===== src/rtl/dcs_pkg.sv =====
package dcs_pkg;

  // Lower clamp on an unsigned quantity.
  function automatic logic [31:0] f_clamp_lo(input logic [31:0] v, input logic [31:0] lo);
    return (v < lo) ? lo : v;
  endfunction

  // Pulse width from effective period, duty command and effective dead time.
  function automatic logic [31:0] f_width(input logic [31:0] per_e,
                                          input logic [31:0] duty,
                                          input logic [31:0] dead_e);
    logic [31:0] half;
    logic [31:0] room;
    half = per_e >> 1;
    if (dead_e >= half) return 32'd0;
    room = half - dead_e;
    return (duty < room) ? duty : room;
  endfunction

  // Auxiliary turn-on lead inside the B pulse.
  function automatic logic [31:0] f_aux_lead(input logic [31:0] w, input logic [31:0] dly);
    if (w == 32'd0) return 32'd0;
    return (dly < w - 32'd1) ? dly : (w - 32'd1);
  endfunction

  typedef struct packed {
    logic a;
    logic b;
    logic aux;
  } dcs_drv_t;

endpackage


===== src/rtl/dcs_carrier.sv =====
module dcs_carrier #(
  parameter int unsigned CNT_W   = 12,
  parameter int unsigned DT_W    = 8,
  parameter int unsigned AUX_W   = 8,
  parameter int unsigned PER_MIN = 4
) (
  input  logic             clk,
  input  logic             rst_n,
  input  logic             en,
  input  logic [CNT_W-1:0] per_i,
  input  logic [CNT_W-1:0] duty_i,
  input  logic [DT_W-1:0]  dead_i,
  input  logic [AUX_W-1:0] adly_i,
  output logic [CNT_W-1:0] cnt_o,
  output logic [CNT_W-1:0] per_o,
  output logic [CNT_W-1:0] duty_o,
  output logic [DT_W-1:0]  dead_o,
  output logic [AUX_W-1:0] adly_o,
  output logic             wrap_o
);
  import dcs_pkg::*;

  localparam logic [CNT_W-1:0] CNT_ONE = CNT_W'(1);

  logic [CNT_W-1:0] cnt_q, per_q, duty_q;
  logic [DT_W-1:0]  dead_q;
  logic [AUX_W-1:0] adly_q;
  logic             wrap;
  logic             take_cmd;

  assign wrap     = en && (cnt_q == per_q - CNT_ONE);
  assign take_cmd = !en || wrap;

  always_ff @(posedge clk or negedge rst_n) begin
    if (!rst_n) begin
      cnt_q <= '0;
    end else if (!en || wrap) begin
      cnt_q <= '0;
    end else begin
      cnt_q <= cnt_q + CNT_ONE;
    end
  end

  always_ff @(posedge clk or negedge rst_n) begin
    if (!rst_n) begin
      per_q  <= CNT_W'(PER_MIN);
      duty_q <= '0;
      dead_q <= DT_W'(1);
      adly_q <= '0;
    end else if (take_cmd) begin
      per_q  <= CNT_W'(f_clamp_lo(32'(per_i), 32'(PER_MIN)));
      duty_q <= duty_i;
      dead_q <= DT_W'(f_clamp_lo(32'(dead_i), 32'd1));
      adly_q <= adly_i;
    end
  end

  assign cnt_o  = cnt_q;
  assign per_o  = per_q;
  assign duty_o = duty_q;
  assign dead_o = dead_q;
  assign adly_o = adly_q;
  assign wrap_o = wrap;

  // the carrier returns to zero after the last count
  p_wrap_to_zero_r1: assert property (@(posedge clk) disable iff (!rst_n)
    wrap |=> (cnt_q == '0));

  // the count never leaves the active period
  p_cnt_bound_r1: assert property (@(posedge clk) disable iff (!rst_n)
    cnt_q < per_q);

  // settings stay frozen inside a running period
  p_hold_cmd_r7: assert property (@(posedge clk) disable iff (!rst_n)
    (en && !wrap) |=> ($stable(duty_q) && $stable(per_q) && $stable(dead_q) && $stable(adly_q)));

endmodule


===== src/rtl/dcs_edges.sv =====
module dcs_edges #(
  parameter int unsigned CNT_W = 12,
  parameter int unsigned DT_W  = 8,
  parameter int unsigned AUX_W = 8
) (
  input  logic [CNT_W-1:0] per_i,
  input  logic [CNT_W-1:0] duty_i,
  input  logic [DT_W-1:0]  dead_i,
  input  logic [AUX_W-1:0] adly_i,
  output logic             live_o,
  output logic [CNT_W-1:0] b_start_o,
  output logic [CNT_W-1:0] b_stop_o,
  output logic [CNT_W-1:0] a_start_o,
  output logic [CNT_W-1:0] aux_on_o,
  output logic [CNT_W-1:0] aux_off_o
);
  import dcs_pkg::*;

  logic [31:0] w32;
  logic [31:0] x32;

  always_comb begin
    w32       = f_width(32'(per_i), 32'(duty_i), 32'(dead_i));
    x32       = f_aux_lead(w32, 32'(adly_i));
    live_o    = (w32 != 32'd0);
    b_start_o = CNT_W'(32'(dead_i));
    b_stop_o  = CNT_W'(32'(dead_i) + w32);
    a_start_o = CNT_W'(32'(per_i) - w32);
    aux_on_o  = CNT_W'(32'(dead_i) + x32);
    aux_off_o = CNT_W'(32'(per_i) - w32 - 32'd1);
  end

endmodule


===== src/rtl/dcs_drive.sv =====
module dcs_drive #(
  parameter int unsigned CNT_W = 12
) (
  input  logic             clk,
  input  logic             rst_n,
  input  logic             en,
  input  logic [CNT_W-1:0] cnt_i,
  input  logic             live_i,
  input  logic [CNT_W-1:0] b_start_i,
  input  logic [CNT_W-1:0] b_stop_i,
  input  logic [CNT_W-1:0] a_start_i,
  input  logic [CNT_W-1:0] aux_on_i,
  input  logic [CNT_W-1:0] aux_off_i,
  output logic             drv_a_o,
  output logic             drv_b_o,
  output logic             drv_aux_o
);
  import dcs_pkg::*;

  dcs_drv_t nxt;
  dcs_drv_t cur;

  always_comb begin
    nxt.a   = en && live_i && (cnt_i >= a_start_i);
    nxt.b   = en && (cnt_i >= b_start_i) && (cnt_i < b_stop_i);
    nxt.aux = en && live_i && (cnt_i >= aux_on_i) && (cnt_i < aux_off_i);
  end

  always_ff @(posedge clk or negedge rst_n) begin
    if (!rst_n) cur <= '0;
    else        cur <= nxt;
  end

  assign drv_a_o   = cur.a;
  assign drv_b_o   = cur.b;
  assign drv_aux_o = cur.aux;

  // the two main switches never conduct together
  p_no_overlap_r4: assert property (@(posedge clk) disable iff (!rst_n)
    !(cur.a && cur.b));

  // when A ends at the wrap, B is still off (dead time)
  p_a_fall_gap_r3: assert property (@(posedge clk) disable iff (!rst_n)
    $fell(cur.a) |-> !cur.b);

  // auxiliary turns on only while B conducts
  p_aux_in_b_r6: assert property (@(posedge clk) disable iff (!rst_n)
    $rose(cur.aux) |-> cur.b);

  // auxiliary already off in the clock before A turns on
  p_aux_clear_r6: assert property (@(posedge clk) disable iff (!rst_n)
    $rose(cur.a) |-> !$past(cur.aux));

  // disable forces all drives low on the next clock
  p_forced_low_r8: assert property (@(posedge clk) disable iff (!rst_n)
    !en |=> !(cur.a || cur.b || cur.aux));

endmodule


===== src/rtl/dcs_hb_pwm.sv =====
module dcs_hb_pwm #(
  parameter int unsigned CNT_W   = 12,
  parameter int unsigned DT_W    = 8,
  parameter int unsigned AUX_W   = 8,
  parameter int unsigned PER_MIN = 4
) (
  input  logic             clk,
  input  logic             rst_n,
  input  logic             en,
  input  logic [CNT_W-1:0] period_i,
  input  logic [CNT_W-1:0] duty_i,
  input  logic [DT_W-1:0]  dead_i,
  input  logic [AUX_W-1:0] aux_dly_i,
  output logic             drv_a_o,
  output logic             drv_b_o,
  output logic             drv_aux_o
);

  logic [CNT_W-1:0] cnt, per_q, duty_q;
  logic [DT_W-1:0]  dead_q;
  logic [AUX_W-1:0] adly_q;
  logic             wrap;
  logic             live;
  logic [CNT_W-1:0] b_start, b_stop, a_start, aux_on, aux_off;

  dcs_carrier #(
    .CNT_W(CNT_W), .DT_W(DT_W), .AUX_W(AUX_W), .PER_MIN(PER_MIN)
  ) u_carrier (
    .clk(clk), .rst_n(rst_n), .en(en),
    .per_i(period_i), .duty_i(duty_i), .dead_i(dead_i), .adly_i(aux_dly_i),
    .cnt_o(cnt), .per_o(per_q), .duty_o(duty_q), .dead_o(dead_q), .adly_o(adly_q),
    .wrap_o(wrap)
  );

  dcs_edges #(
    .CNT_W(CNT_W), .DT_W(DT_W), .AUX_W(AUX_W)
  ) u_edges (
    .per_i(per_q), .duty_i(duty_q), .dead_i(dead_q), .adly_i(adly_q),
    .live_o(live), .b_start_o(b_start), .b_stop_o(b_stop),
    .a_start_o(a_start), .aux_on_o(aux_on), .aux_off_o(aux_off)
  );

  dcs_drive #(
    .CNT_W(CNT_W)
  ) u_drive (
    .clk(clk), .rst_n(rst_n), .en(en), .cnt_i(cnt), .live_i(live),
    .b_start_i(b_start), .b_stop_i(b_stop), .a_start_i(a_start),
    .aux_on_i(aux_on), .aux_off_i(aux_off),
    .drv_a_o(drv_a_o), .drv_b_o(drv_b_o), .drv_aux_o(drv_aux_o)
  );

  // the wrap strobe is seen only while the block runs
  p_wrap_needs_en_r1: assert property (@(posedge clk) disable iff (!rst_n)
    wrap |-> en);

endmodule


===== config.mk =====
export PLATFORM = sky130hd
export DESIGN_NAME = dcs_hb_pwm
export DESIGN_NICKNAME = d
export VERILOG_FILES = /design/src/rtl/dcs_pkg.sv /design/src/rtl/dcs_carrier.sv /design/src/rtl/dcs_edges.sv /design/src/rtl/dcs_drive.sv /design/src/rtl/dcs_hb_pwm.sv
export SDC_FILE = /design/constraint.sdc
export NUM_CORES = 1
export LEC_CHECK = 0
export BUFFER_PORTS_ARGS = -buffer_cell sky130_fd_sc_hd__buf_2
export CAP_MARGIN = 20
export CORE_MARGIN = 2
export CORE_UTILIZATION = 52
export DETAILED_ROUTE_END_ITERATION = 10
export GPL_TIMING_DRIVEN = 0
export PLACE_DENSITY = 0.73
export SLEW_MARGIN = 20
export SYNTH_ARGS = -nofsm -noshare
export SYNTH_HDL_FRONTEND = slang
export SYNTH_SLANG_ARGS = --single-unit

===== constraint.sdc =====
create_clock -name clk -period 8 [get_ports clk]
set_input_delay 1.2 -clock clk [delete_from_list [all_inputs] [get_ports clk]]
set_output_delay 1.2 -clock clk [all_outputs]
set_load 0.02 [all_outputs]

# Yosys cells after proc, flatten, opt, wreduce, memory -nomap -nowiden
# Cells that the tools add are included.
[word_totals]
ff_bits = 55
latch_bits = 0
ram_bits = 0
romBits = 0
output_inout_bits = 3
elab_cells = 49
n_memories = 0
[op_classes]
addsub = 8
n_mul = 0
div_mod_pow = 0
magnitude_cmp = 10
n_eq_ne = 1
n_shift = 0
muxes = 11
bitwise_logic = 0
reduce_logical = 11
[op_table]
columns = ["op", "count"]
rows = [
  ["2-to-1 mux 32 bit", 3],
  ["2-to-1 mux 12 bit", 5],
  ["logical NOT 32 bit", 1],
  ["< comparator 12 x 32 -> 1 bit", 1],
  ["< comparator 8 x 32 -> 1 bit", 1],
  ["nonzero test 32 bit", 1],
  ["subtractor 32 x 1 -> 32 bit, second input constant", 1],
  ["adder 8 x 12 -> 12 bit", 2],
  [">= comparator 12 bit", 2],
  ["< comparator 12 bit", 2],
  ["subtractor 12 x 1 -> 12 bit, second input constant", 2],
  ["adder 12 x 1 -> 12 bit, second input constant", 1],
  ["equality test 12 bit", 1],
  [">= comparator 12 x 8 -> 1 bit", 1],
  ["< comparator 12 x 3 -> 1 bit, second input constant", 1],
  ["subtractor 11 x 8 -> 12 bit", 1],
  ["subtractor 12 bit", 1],
  [">= comparator 8 x 11 -> 1 bit", 1],
  ["< comparator 8 x 1 -> 1 bit, second input constant", 1],
  ["2-to-1 mux 8 bit", 1],
  ["logical AND 1 bit", 7],
  ["2-to-1 mux 1 bit", 2],
  ["logical NOT 1 bit", 1],
  ["logical OR 1 bit", 1],
]

# Logic depth before layout (Yosys ltp)
[logic_depth]
depth_word = 12
depth_mapped = 45
mapped_depth_nobuf = 44

# Cells and area by module
# A second synthesis with hierarchy kept.
[hier_totals]
hier_cells = 853
area_unflattened_um2 = 7247.0
[by_module_without_submodules]
columns = ["module", "n_inst", "cells_each", "area_per_inst_um2", "seq_area_each_um2"]
rows = [
  ["dcs_edges", 1, 450, 3251.9, 0.0],
  ["dcs_carrier", 1, 205, 2502.4, 1303.8],
  ["dcs_drive", 1, 198, 1492.7, 75.1],
]

# Least setup slack after synthesis
# OpenSTA, ideal clock, no wires.
[synth_path]
kind = "register -> register"
from = "register u_carrier.dead_q[0], in the netlist u_carrier.dead_o[0]"
to = "register u_drive.cur, in the netlist u_drive.drv_aux_o"
setup_time_ns = 0.123
t_arrival_ns = 8.698
required_ns = 7.877
path_slack_ns = -0.821
path_stages_with_launch = 44
n_path_buf = 2
synth_period_minus_slack_ns = 8.821
cell_sequence = "dfstp_2 ha_1 inv_1 fa_1 a211oi_2 o21bai_1 a21oi_1 xnor2_1 inv_1 ha_1 nand4_1 a211o_1 a21oi_2 o22ai_4 buf_6 nor2_1 a21oi_1 or2_2 [8 not listed] or4b_2 a2111oi_4 a31oi_1 a211oi_2 ha_1 a21o_1 a21oi_1 o21bai_1 a21oi_1 o21bai_1 a21oi_1 xor2_1 ha_1 a21oi_1 o21ai_0 a31o_2 a31oi_1 nor4_1"
[synth_rtl]
columns = ["item", "line_no", "text"]
rows = [
  ["from (decl)", "dcs_carrier.sv:26", "logic [DT_W-1:0] dead_q;"],
  ["from (signal assigned)", "dcs_carrier.sv:53", "dead_q <= DT_W'(f_clamp_lo(32'(dead_i), 32'd1));"],
  ["to (signal assigned)", "dcs_drive.sv:31", "else cur <= nxt;"],
  ["to (decl)", "dcs_drive.sv:21", "dcs_drv_t cur;"],
]

==> out/metrics.cfg <==
[status]
run_status = finished with violations
violations = setup timing

[pwr]
lkg_pwr_nw = 3.842
power.share.combinational = 0.697
total_power_mw = 1.883
power-per-cell-area_nw_per_um2 = 233.9
power_frac_seq = 0.180
share_clk_of_total_power = 0.123
power.switching_mw = 0.8813
power.ir.vdd_worst_uv = 119.1
p_sw_frac = 0.4680
p_int_mw = 1.002

[floorplan]
fp_rows = 42
coreArea_sq_um = 13140
fp.dieArea_sq_um = 14270
die_y_um = 119.5
floorplan.io_pins = 46
die_width_um = 119.5
initial_core_util = 0.5278

[detailed_routing]
wl_per_cell_um = 17.10
vias = 5924
routed_wl_um = 17630
routed_via_density = 5.746
initial_drc_count = 372
detail_route.drc_violations = 0
drt_pass1_iterations = 5
post_route_ant_nets = 0

[critical_path]
arrival_ps = 8850
cp-start-kind = register
critical_path.slowest_cell = sky130_fd_sc_hd__dfstp_2
critPathCaptureType = register
crit_required_ps = 8220
max_stage_delay_ps = 570
worst-path-max-fanout = 4
critPathKind = reg2reg
critical_path.most_common_cell = sky130_fd_sc_hd__ha_4

[global_routing]
grt_first_pass_wirelength_um = 27750
overall_overflow_remaining_after_global_route = 0
grt_pass1_vias = 5592
antenna_found_initial = 0
grt_util_all_layers = 0.2469
largest_net_degree_at_the_start_of_global_routing = 56

[timing]
hold_ws_ps = 545.1
timing.final.setup_violations = 1
max_slew_margin = 0.3840
finalCritPeriodShare = 1.078
worst-slew-pin-transition_ps = 920.6
final_hold_viol_count = 0
rsz0062_at_grt = yes
period_needed_ps = 8625
max_freq_mhz = 115.9
tns_ps = -624.7
setup_ws_ps = -624.7
final-max-slew-violation-count = 0
timing.clock.skew_ps = 6.704

[place]
dpl.hpwl_um = 13180
place_ws_ps = -1254
dp_cells = 995
globalplace.congestion = 0.9069
portBuffers = 45
post_dp_cell_area_sq_um = 7505

[clock_tree]
cts-hold-fix-buffers = 0
clk_path_buf_depth = 2
cts_tree = built
htreeDepth = 2
number_of_sinks_on_the_clock_net = 55
clkTransAtPathRegs_ps = 80
ctsRootBufferMaster = sky130_fd_sc_hd__clkbuf_16
insertion_delay_ps = 310
cts_made_buffers = 5

[synth]
synth_ff_type = sky130_fd_sc_hd__dfrtp_1
synth_edf_count = 0
synth-async-reset-ratio = 1.000
yosysWarnings = 0
synth_cells = 768
number_of_synthesized_register_bits = 55
postSynthAreaPerCell_sq_um = 9.029
seq_area_frac_synth = 0.1988
synth_area_sq_um = 6934
synth.lib_cells_used.distinct = 81

[finish]
finalInstanceArea_sq_um = 8049
layoutNonFillerInstCount = 1031
area_growth_pct = 16.08
antenna_cells = 0
mostFrequentLayoutCell = sky130_fd_sc_hd__ha_1
multi_input_area_sq_um = 5522
fill_cells = 1129
final-seq-area_sq_um = 1380
top_library_cells_by_usage_in_the_layout_fill_and_taps_aside = 107 x sky130_fd_sc_hd__ha_1, 58 x sky130_fd_sc_hd__inv_1, 52 x sky130_fd_sc_hd__dfrtp_1, 46 x sky130_fd_sc_hd__buf_2, 44 x sky130_fd_sc_hd__xnor2_1
layout-drive-gt1-share = 0.2363
finish.net_count = 1018
layout.core_utilization = 0.6127

[worst_hold_path]
hp-class = reg2reg

[job]
maxCapViolations = 0

-- metal layers --
layer | track usage | vias to the layer above | wire length (um)
li1 | - | 2947 | -
met1 | 0.3215 | 2812 | 8060
met2 | 0.4204 | 133 | 8436
met3 | 0.02826 | 32 | 594
met4 | 0.09191 | 0 | 542
met5 | 0 | - | 0
-- synthesized netlist by cell type (all sizes together) (4+ instances only) --
master,n,area share
a211oi,8,0.012
a21o,26,0.028
a21oi,50,0.037
a31oi,10,0.011
and2,15,0.014
and2b,4,0.0043
and3,9,0.0088
buf,5,0.0054
clkbuf,12,0.0065
dfrtp,53,0.19
fa,4,0.012
ha,117,0.21
inv,62,0.034
mux2,43,0.073
mux2i,10,0.014
nand2,36,0.019
nand2b,9,0.0081
nand3,22,0.018
nand4,5,0.0045
nor2,44,0.024
nor2b,9,0.0081
nor3,21,0.017
nor4,9,0.0081
o21a,15,0.016
o21ai,25,0.018
o21bai,8,0.0087
o311ai,4,0.0076
o31a,4,0.0051
or2,7,0.0063
or3,9,0.0096
xnor2,45,0.057
xor2,21,0.027
-- worst max-delay path: cells and delay by family, from the launching register on --
kind,cells,cell delay (ps)
AOI/OAI and AO/OA,21,3830
xor gates and xnor gates,2,280
adders and majority gates,7,1760
buffers and inverters,5,510
DFF,1,570
and+or+nand+nor,8,1600
-- flip-flops by register name, indices dropped and copies added (netlist names) --
name               count
u_carrier.cnt_o       12
u_carrier.duty_o      12
u_carrier.per_o       12
u_carrier.adly_o       8
u_carrier.dead_o       8
u_drive.drv_a_o        1
u_drive.drv_aux_o      1
u_drive.drv_b_o        1
-- cells by family (layout without fill, tap and decap cells) --
family          Yosys count  after routing  share of synthesized area
simple gates            210            210                     0.1649
compound gates          183            183                     0.1972
fa+ha+maj               121            121                     0.2227
buf+inv                  79            160                    0.04547
xor+xnor                 66             66                    0.08336
flops                    55             55                     0.1988
mux                      53             53                    0.08697
other cells               1              7                  0.0005408
-- power groups by stage --
stage / Combinational [mW] / Sequential [mW] / Clock (mW)
floorplan: 0.969 / 0.330 / 0
global route: 1.47 / 0.342 / 0.245
CTS: 1.26 / 0.337 / 0.239
finish: 1.31 / 0.339 / 0.231
global placement: 1.18 / 0.343 / 0
detailed placement: 1.21 / 0.344 / 0
-- final timing paths --
kind | from | end | slack [ps] | cells past startpoint
max in group asynchronous | rst_n | u_carrier.dead_o[1] | 6530 | 1
min in group asynchronous | rst_n | u_carrier.cnt_o[2] | 950 | 1
hold / removal | u_carrier.adly_o[3] | u_carrier.adly_o[3] | 550 | 1
hold reg to reg | u_carrier.adly_o[3] | u_carrier.adly_o[3] | 550 | 1
setup reg to reg | u_carrier.dead_o[0] | u_drive.drv_aux_o | -620 | 43
setup / recovery | u_carrier.dead_o[0] | u_drive.drv_aux_o | -620 | 43
-- layout make-up --
class	instances	share of cell area
plain buffers	17	0.01119
clock buffers	5	0.01554
clock inverters	3	0.002487
inverters	62	0.03016
multi-input cells	640	0.6860
flip-flops and latches	55	0.1715
well taps	176	0.02736
repair buffers	73	0.05581
-- what timing repair did --
action,CTS,global route
pin swaps,34,34
resized for setup,13,25
endpoints found under the hold margin,0,0
setup buffers,19,9
endpoints found under the setup margin,1,1
No activity file was read; power rests on OpenSTA's default activity.
